--- src/rtl/pkt_filter.sv ---
module pkt_filter #(
  parameter int OPC_W = 4,
  parameter int CLS_W = 3,
  parameter int RSP_W = 2,
  parameter int NID_W = 6,
  parameter int ADR_W = 40,
  parameter int REG_W = 64
) (
  input  logic             clk,
  input  logic             rst_n,
  input  logic             pkt_valid,
  input  logic [OPC_W-1:0] pkt_opcode,
  input  logic [CLS_W-1:0] pkt_class,
  input  logic [RSP_W-1:0] pkt_resp,
  input  logic [NID_W-1:0] pkt_node,
  input  logic [ADR_W-1:0] pkt_addr,
  input  logic             reg_wr,
  input  logic [1:0]       reg_sel,
  input  logic [REG_W-1:0] reg_wdata,
  output logic [REG_W-1:0] reg_rdata,
  output logic             reg_err,
  output logic             match_pulse
);
  localparam int NID_LSB = ADR_W;
  localparam int RSP_LSB = NID_LSB + NID_W;
  localparam int CLS_LSB = RSP_LSB + RSP_W;
  localparam int OPC_LSB = CLS_LSB + CLS_W;
  localparam int MATCH_W = OPC_LSB + OPC_W;
  localparam int MASK_W  = ADR_W + NID_W;

  logic               en_q;
  logic [MATCH_W-1:0] mt_q;
  logic [MASK_W-1:0]  mk_q;
  logic               err_q;
  logic               hit_q;

  wire sel_pair  = (reg_sel == 2'd1) || (reg_sel == 2'd2);
  wire locked_wr = reg_wr && en_q && sel_pair;
  wire open_wr   = reg_wr && !en_q;
  wire unused_wdata = ^reg_wdata[REG_W-2:MATCH_W];

  wire [ADR_W-1:0] m_addr = mt_q[ADR_W-1:0];
  wire [NID_W-1:0] m_node = mt_q[NID_LSB +: NID_W];
  wire [RSP_W-1:0] m_resp = mt_q[RSP_LSB +: RSP_W];
  wire [CLS_W-1:0] m_cls  = mt_q[CLS_LSB +: CLS_W];
  wire [OPC_W-1:0] m_opc  = mt_q[OPC_LSB +: OPC_W];
  wire [ADR_W-1:0] k_addr = mk_q[ADR_W-1:0];
  wire [NID_W-1:0] k_node = mk_q[NID_LSB +: NID_W];

  wire opc_ok  = (m_opc == '0)  || (pkt_opcode == m_opc);
  wire cls_ok  = (m_cls == '0)  || (pkt_class == m_cls);
  wire rsp_ok  = (m_resp == '0) || (pkt_resp == m_resp);
  wire node_ok = ((pkt_node ^ m_node) & k_node) == '0;
  wire addr_ok = ((pkt_addr ^ m_addr) & k_addr) == '0;
  wire hit     = opc_ok && cls_ok && rsp_ok && node_ok && addr_ok;

  always_ff @(posedge clk) begin
    if (!rst_n) begin
      en_q  <= 1'b0;
      mt_q  <= '0;
      mk_q  <= '0;
      err_q <= 1'b0;
      hit_q <= 1'b0;
    end else begin
      err_q <= locked_wr;
      hit_q <= pkt_valid && en_q && hit;
      if (reg_wr && reg_sel == 2'd0) en_q <= reg_wdata[REG_W-1];
      if (open_wr && reg_sel == 2'd1) mt_q <= reg_wdata[MATCH_W-1:0];
      if (open_wr && reg_sel == 2'd2) mk_q <= reg_wdata[MASK_W-1:0];
    end
  end

  always_comb begin
    reg_rdata = '0;
    case (reg_sel)
      2'd0:    reg_rdata[REG_W-1] = en_q;
      2'd1:    reg_rdata[MATCH_W-1:0] = mt_q;
      2'd2:    reg_rdata[MASK_W-1:0] = mk_q;
      default: reg_rdata = '0;
    endcase
  end

  assign reg_err     = err_q;
  assign match_pulse = hit_q;
endmodule

--- config.mk ---
export PLATFORM = sky130hd
export DESIGN_NAME = pkt_filter
export DESIGN_NICKNAME = d
export VERILOG_FILES = /design/src/rtl/pkt_filter.sv
export SDC_FILE = /design/constraint.sdc
export NUM_CORES = 1
export LEC_CHECK = 0
export BUFFER_PORTS_ARGS = -buffer_cell sky130_fd_sc_hd__buf_2
export CORE_MARGIN = 2
export CORE_UTILIZATION = 38
export CTS_CLUSTER_DIAMETER = 60
export CTS_CLUSTER_SIZE = 10
export DETAILED_ROUTE_END_ITERATION = 16
export GPL_TIMING_DRIVEN = 0
export PLACE_DENSITY = 0.72
export SYNTH_ARGS = -nofsm -noshare
export SYNTH_HDL_FRONTEND = slang
export SYNTH_SLANG_ARGS = --single-unit
--- constraint.sdc ---
create_clock -name clk -period 3.7 [get_ports clk]
set_clock_uncertainty 0.1 [all_clocks]
set_input_delay 0.555 -clock clk [delete_from_list [all_inputs] [get_ports clk]]
set_output_delay 0.555 -clock clk [all_outputs]
set_load 0.05 [all_outputs]
==> results.toml, run 1 <==
[outcome]
status = "complete, no violations"

[worst_hold_path]
hp-class = "in2reg"
hp-start = "reg_wdata[52]"

[critical_path]
cp-startpoint = "reg_sel[1]"
cpLargestDelayFamily = "buffers and inverters"
cp_max_fo = 10
arrival_ns = 2.58
max_stage_delay_ns = 0.46
start_kind = "primary input"
path_depth = 8
worstPathRequired_ns = 3.04
critPathBufInv = 5
cpMaxStageDelayCell = "clkbuf_1"
cp-end-kind = "primary output"
endpoint = "reg_rdata[1]"
r2r-start = "mt_q[12]$_SDFFE_PN0P_"
crit_chain = "buf_2, inv_1, ha_1, clkbuf_1, clkbuf_1, a22oi_1, nor2b_1, buf_2"
critical_path_class = "in2out"
reg2reg_to = "match_pulse$_SDFF_PN0_"
reg2reg_slack_ns = 1.93
ff2ff_path_depth = 6

[cts]
cts_tree = "built"
clock_latency_ns = 0.35
cts_made_buffers = 9
cts_setup_buffers = 0
htree_levels = 3
clkTransAtPathRegs_ns = 0.07
cts_sinks = 104
cts-root-buf = "clkbuf_16"
hold_buffers = 0
cts_resized = 0
clk_path_buf_depth = 2

[routing]
drtPass1Iterations = 5
wirelength_mm = 18.5
vias = 5419
drtAntennaViolNets = 0
avgViaCountPerCell = 5.11
wl_per_cell_um = 17.4
remaining_drc_errors = 0
first_iter_violations = 440

[global_route]
grtUsageTotal_pct = 23.6
antenna_found_initial = 1
met3_usage_pct = 4.30
grt-ovfl-total = 0
grt_pass1_vias = 5138
grtUsageMet1_pct = 31.6
use_met2_pct = 37.9
grt.busiest_layer = "met2"
grt_pass1_wl_mm = 28.4
grt_max_degree = 17

[timing]
final_max_slew_viol_count = 0
relSlewSlack_pct = 58.6
finalCritPeriodShare_pct = 87.4
finalHoldViolCount = 0
whs_ns = 0.343
fin_tns_setup_ns = 0
min_period_ns = 3.23
finalSetupViolCount = 0
rsz0062_at_grt = "no"
worst_slew_pin_slew_ns = 0.621
fmax_mhz = 309

[power_and_ir_drop]
p_sw_uw = 721
combinationalPowerShare_pct = 15.4
swShare_pct = 27.6
clkPwrFrac_pct = 39.1
vdd_drop_max_mv = 0.198
p_per_area_mw_per_mm2 = 376
power_frac_seq_pct = 45.5
leakage_uw = 0.00290
intPower_uw = 1900

[logic_synthesis]
synth-edff-count = 0
synthDistinctLibCells = 35
ys.warnings.count = 0
async_reset_ff_share_pct = 0
seq_area_frac_synth_pct = 37.8
synth_seq_cells = 104
synth_top_flop_cell = "dfxtp_1"
syn-cell-area_sq_mm = 0.00551
synth_area_per_cell_sq_um = 8.10
synth_cells = 680

[flow_run]
drv_cap = 0

[die]
die-area_sq_mm = 0.0155
core-area_sq_mm = 0.0144
die_w_um = 124
chipHeight_um = 124
start_util_pct = 38.3
std_cell_rows = 44
ios = 191

[final_layout]
synthToLayoutAreaGrowth_pct = 26.2
layout-drive-gt1-share_pct = 25.7
diodes = 0
nNetsFinal = 1000
fin_util_pct = 48.4

[placement]
numPortBuffers = 174
hpwl_mm = 14.0
gp_congestion = 0.841
-- cells in the final DEF, fill, tap and decap left out, drive strengths merged, types with 3 or more instances in the layout --
cell type,n
ha,3
nor2b,46
a21boi,102
dfxtp,104
clkbuf,38
o21ai,3
xor2,46
nand2,209
a221oi,8
a22o,7
a22oi,49
inv,5
xnor2,4
conb,8
and2,14
a222oi,3
nand4,5
buf,203
-- flip-flops by register name (all words and copies together), names as in the netlist --
name,cells
mk_q,46
en_q,1
mt_q,55
reg_err,1
match_pulse,1
-- routing by layer --
metal	up-vias	routed length, um
met3	30	1190
li1	2655	-
met4	2	468
met5	-	16
met1	2506	8110
met2	226	8710
-- synth_stat cells (all sizes together) (2+ instances only) --
cell | count | share of area, %
a21boi | 102 | 14
a221oi | 8 | 1.7
a222oi | 3 | 0.54
a22o | 7 | 1.1
a22oi | 49 | 6.7
and2 | 14 | 1.6
buf | 29 | 3.5
clkbuf | 26 | 1.8
dfxtp | 104 | 38
ha | 3 | 0.68
inv | 5 | 0.34
nand2 | 209 | 14
nand3 | 2 | 0.18
nand4 | 5 | 0.57
nor2 | 2 | 0.14
nor2b | 46 | 5.2
nor4 | 2 | 0.34
o21ai | 3 | 0.27
o22ai | 2 | 0.23
xnor2 | 4 | 0.64
xor2 | 46 | 7.3
-- kinds of logic after synthesis --
family	Yosys count	synth area share, %
adder cells (fa/ha/maj)	3	0.681
other	1	0.0681
XOR/XNOR	50	7.95
buffers and inverters	60	5.59
AND/OR/NAND/NOR	284	23.0
flip-flops	104	37.8
AO/OA/AOI/OAI	178	25.0
-- cell type report --
cell class	count	area, sq um
flip-flops and latches	104	2080
clock buffers	12	267
fillers	1447	7410
well taps	184	230
repair buffers	174	871
inverters	5	18.8
plain buffers	55	289
clock inverters	4	51.3
multi-input cells	523	3150
-- worst min-delay path, cell delays in order --
cell and delay [ns]:
buf_2 0.09, nand2_1 0.04, a21boi_0 0.06
-- power groups by stage --
stage / combinational, uW / sequential [uW] / clock, uW
3_3_place_gp: 397 / 1220 / 0
4_1_cts: 401 / 1190 / 1030
6_report: 403 / 1190 / 1020
5_1_grt: 436 / 1200 / 1080
3_5_place_dp: 399 / 1220 / 0
2_1_floorplan: 240 / 1210 / 0
-- worst min-delay path by stage --
stage | slack [ns] | cells after the start | end
after CTS | 0.34 | 3 | mt_q[52]$_SDFFE_PN0P_
after global placement | 0.37 | 2 | mk_q[29]$_SDFFE_PN0P_
final | 0.34 | 3 | mt_q[52]$_SDFFE_PN0P_
after global routing | 0.36 | 3 | mt_q[43]$_SDFFE_PN0P_
after detailed placement | 0.38 | 2 | mk_q[18]$_SDFFE_PN0P_
after floorplan | 0.36 | 2 | mk_q[30]$_SDFFE_PN0P_
-- through the flow --
step	area [sq um]	setup WS (ns)	total power, uW	cells
finish	6960	0.467	2620	1061
global route	6960	0.320	2710	1061
CTS	6960	0.475	2620	1061
detailed placement	6640	0.473	1620	1045
global placement	6640	0.440	1610	1045
floorplan	5540	0.851	1450	687
Power figures use the tool's default switching activity.
==> run 2, diff against run 1 <==
Settings changed: CAP_MARGIN from default to 25, GPL_TIMING_DRIVEN 0 to default.
==> run 2 against run 1 <==
Compared with the run above: total power decreased by 4.8%; design area fell by 3.0%; critical path depth is 1 lower; global-route usage down 1.8 points; largest power group unchanged; highest routed layer is now met4.
==> results.toml, run 2 (synthesis results as in run 1) <==
[global_route]
grt-ovfl-total = 0
antenna_found_initial = 1
grt_pass1_wl_mm = 26.7
grt_pass1_vias = 4937
grt_max_degree = 104
grtUsageTotal_pct = 21.7

[routing]
top_layer = "met4"
avgViaCountPerCell = 5.14
met2_length_mm = 7.97
dr_wl_met3_um = 823
wirelength_mm = 17.2
first_iter_violations = 304
remaining_drc_errors = 0
drtAntennaViolNets = 0
wl_met1_mm = 7.99
wl_per_cell_um = 17.0
vias = 5228
drtPass1Iterations = 7

[flow_run]
drv_cap = 0

[final_layout]
regMostFlops = "mt_q"
nNetsFinal = 956
layout-drive-gt1-share_pct = 25.2
top_regs = "mt_q x55, mk_q x46"
largest_reg_flops = 55
multi_input_area_sq_mm = 0.00315
seq_area_sq_mm = 0.00208
fillers = 1449
layout_common_cells = "207 x nand2_1, 174 x buf_2, 104 x dfxtp_1"
synthToLayoutAreaGrowth_pct = 22.4
layout_commonest_cell = "nand2_1"

[power_and_ir_drop]
p_total_uw = 2490
p_per_area_mw_per_mm2 = 369
vdd_drop_max_mv = 0.203
leakage_uw = 0.00278

[critical_path]
r2r-start = "en_q$_SDFFE_PN0P_"
cp-end-kind = "primary output"
cp_common_cell = "buf_2"
reg2reg_slack_ns = 1.74
max_stage_delay_ns = 0.47
ff2ff_path_depth = 5
reg2reg_to = "mt_q[1]$_SDFFE_PN0P_"
cp_max_fo = 19
crit_chain = "buf_2, inv_1, ha_2, buf_4, a22oi_1, nor2b_1, buf_2"
arrival_ns = 2.17
worstPathRequired_ns = 3.04
critical_path_class = "in2out"
cpLargestDelayFamily = "buffers and inverters"
start_kind = "primary input"
cpMaxStageDelayCell = "ha_2"
critPathBufInv = 4

[timing]
finalCritPeriodShare_pct = 76.5
fmax_mhz = 353
final_max_slew_viol_count = 0
worst_slew_pin_slew_ns = 0.907
min_period_ns = 2.83
fin_ws_ns = 0.871
rsz0062_at_grt = "no"
fin_tns_setup_ns = 0
finalHoldViolCount = 0
relSlewSlack_pct = 39.5
finalSetupViolCount = 0

[worst_hold_path]
hp-class = "in2reg"
min_to = "mt_q[53]$_SDFFE_PN0P_"
hp-start = "reg_wdata[53]"
worstHoldPathCells = 3

[cts]
clk_path_buf_depth = 2
cts_sinks = 104
cts-root-buf = "clkbuf_16"
cts_tree = "built"
cts_made_buffers = 9
cts_setup_buffers = 0
clock_latency_ns = 0.34
cts_resized = 0
clkTransAtPathRegs_ns = 0.07
hold_buffers = 0
htree_levels = 3

[die]
die-area_sq_mm = 0.0155
chipHeight_um = 124
std_cell_rows = 44
ios = 191
start_util_pct = 38.3
core-area_sq_mm = 0.0144
die_w_um = 124

[placement]
numPortBuffers = 174
gp_congestion = 0.809
hpwl_mm = 12.2
dp_slack_ns = 0.903

[outcome]
status = "complete, no violations"
## run 2: area by class of cell
type / count / share of cell area [%]
Tap cell: 184 / 3.41
Antenna cell: 2 / 0.0742
Clock buffer: 10 / 3.39
Sequential cell: 104 / 30.9
Clock inverter: 4 / 0.705
Multi-Input combinational cell: 523 / 46.8
Timing Repair Buffer: 185 / 14.5
Inverter: 5 / 0.278
## run 2: tightest hold or removal path: cells and delay by family
kind	cells	cell delay, ns
AO/OA/AOI/OAI	1	0.06
buffers and inverters	1	0.10
AND/OR/NAND/NOR	1	0.04
## run 2: stage by stage
| step | cell area (sq um) | utilization, % | std cells | hold WS (ns) |
|---|---|---|---|---|
| 2_1_floorplan | 5540 | - | 687 | 0.356 |
| 3_3_place_gp | 6460 | 45.0 | 1001 | 0.371 |
| 3_5_place_dp | 6460 | 45.0 | 1001 | 0.377 |
| 4_1_cts | 6740 | 46.9 | 1015 | 0.350 |
| 5_1_grt | 6740 | 46.9 | 1016 | 0.361 |
| 6_report | 6750 | 46.9 | 1017 | 0.356 |
## run 2: per-layer routing
metal | track usage, % | vias up
met3 | 3.57 | 26
met4 | 8.79 | 0
met5 | 0 | -
met2 | 34.7 | 170
li1 | - | 2577
met1 | 29.3 | 2455
## run 2: worst max-delay path by stage
stage                    start             to  slack, ns  cells after the start
floorplan           reg_sel[1]  reg_rdata[21]       0.85                      6
global placement    reg_sel[0]  reg_rdata[37]       0.89                      7
detailed placement  reg_sel[0]  reg_rdata[37]       0.90                      7
CTS                 reg_sel[0]  reg_rdata[37]       0.89                      7
global route        reg_sel[0]  reg_rdata[37]       0.78                      7
finish              reg_sel[0]   reg_rdata[2]       0.87                      7
## run 2: where the power goes
group	switching [uW]	internal, uW
clock	406	515
combinational	230	151
sequential	34.3	1160
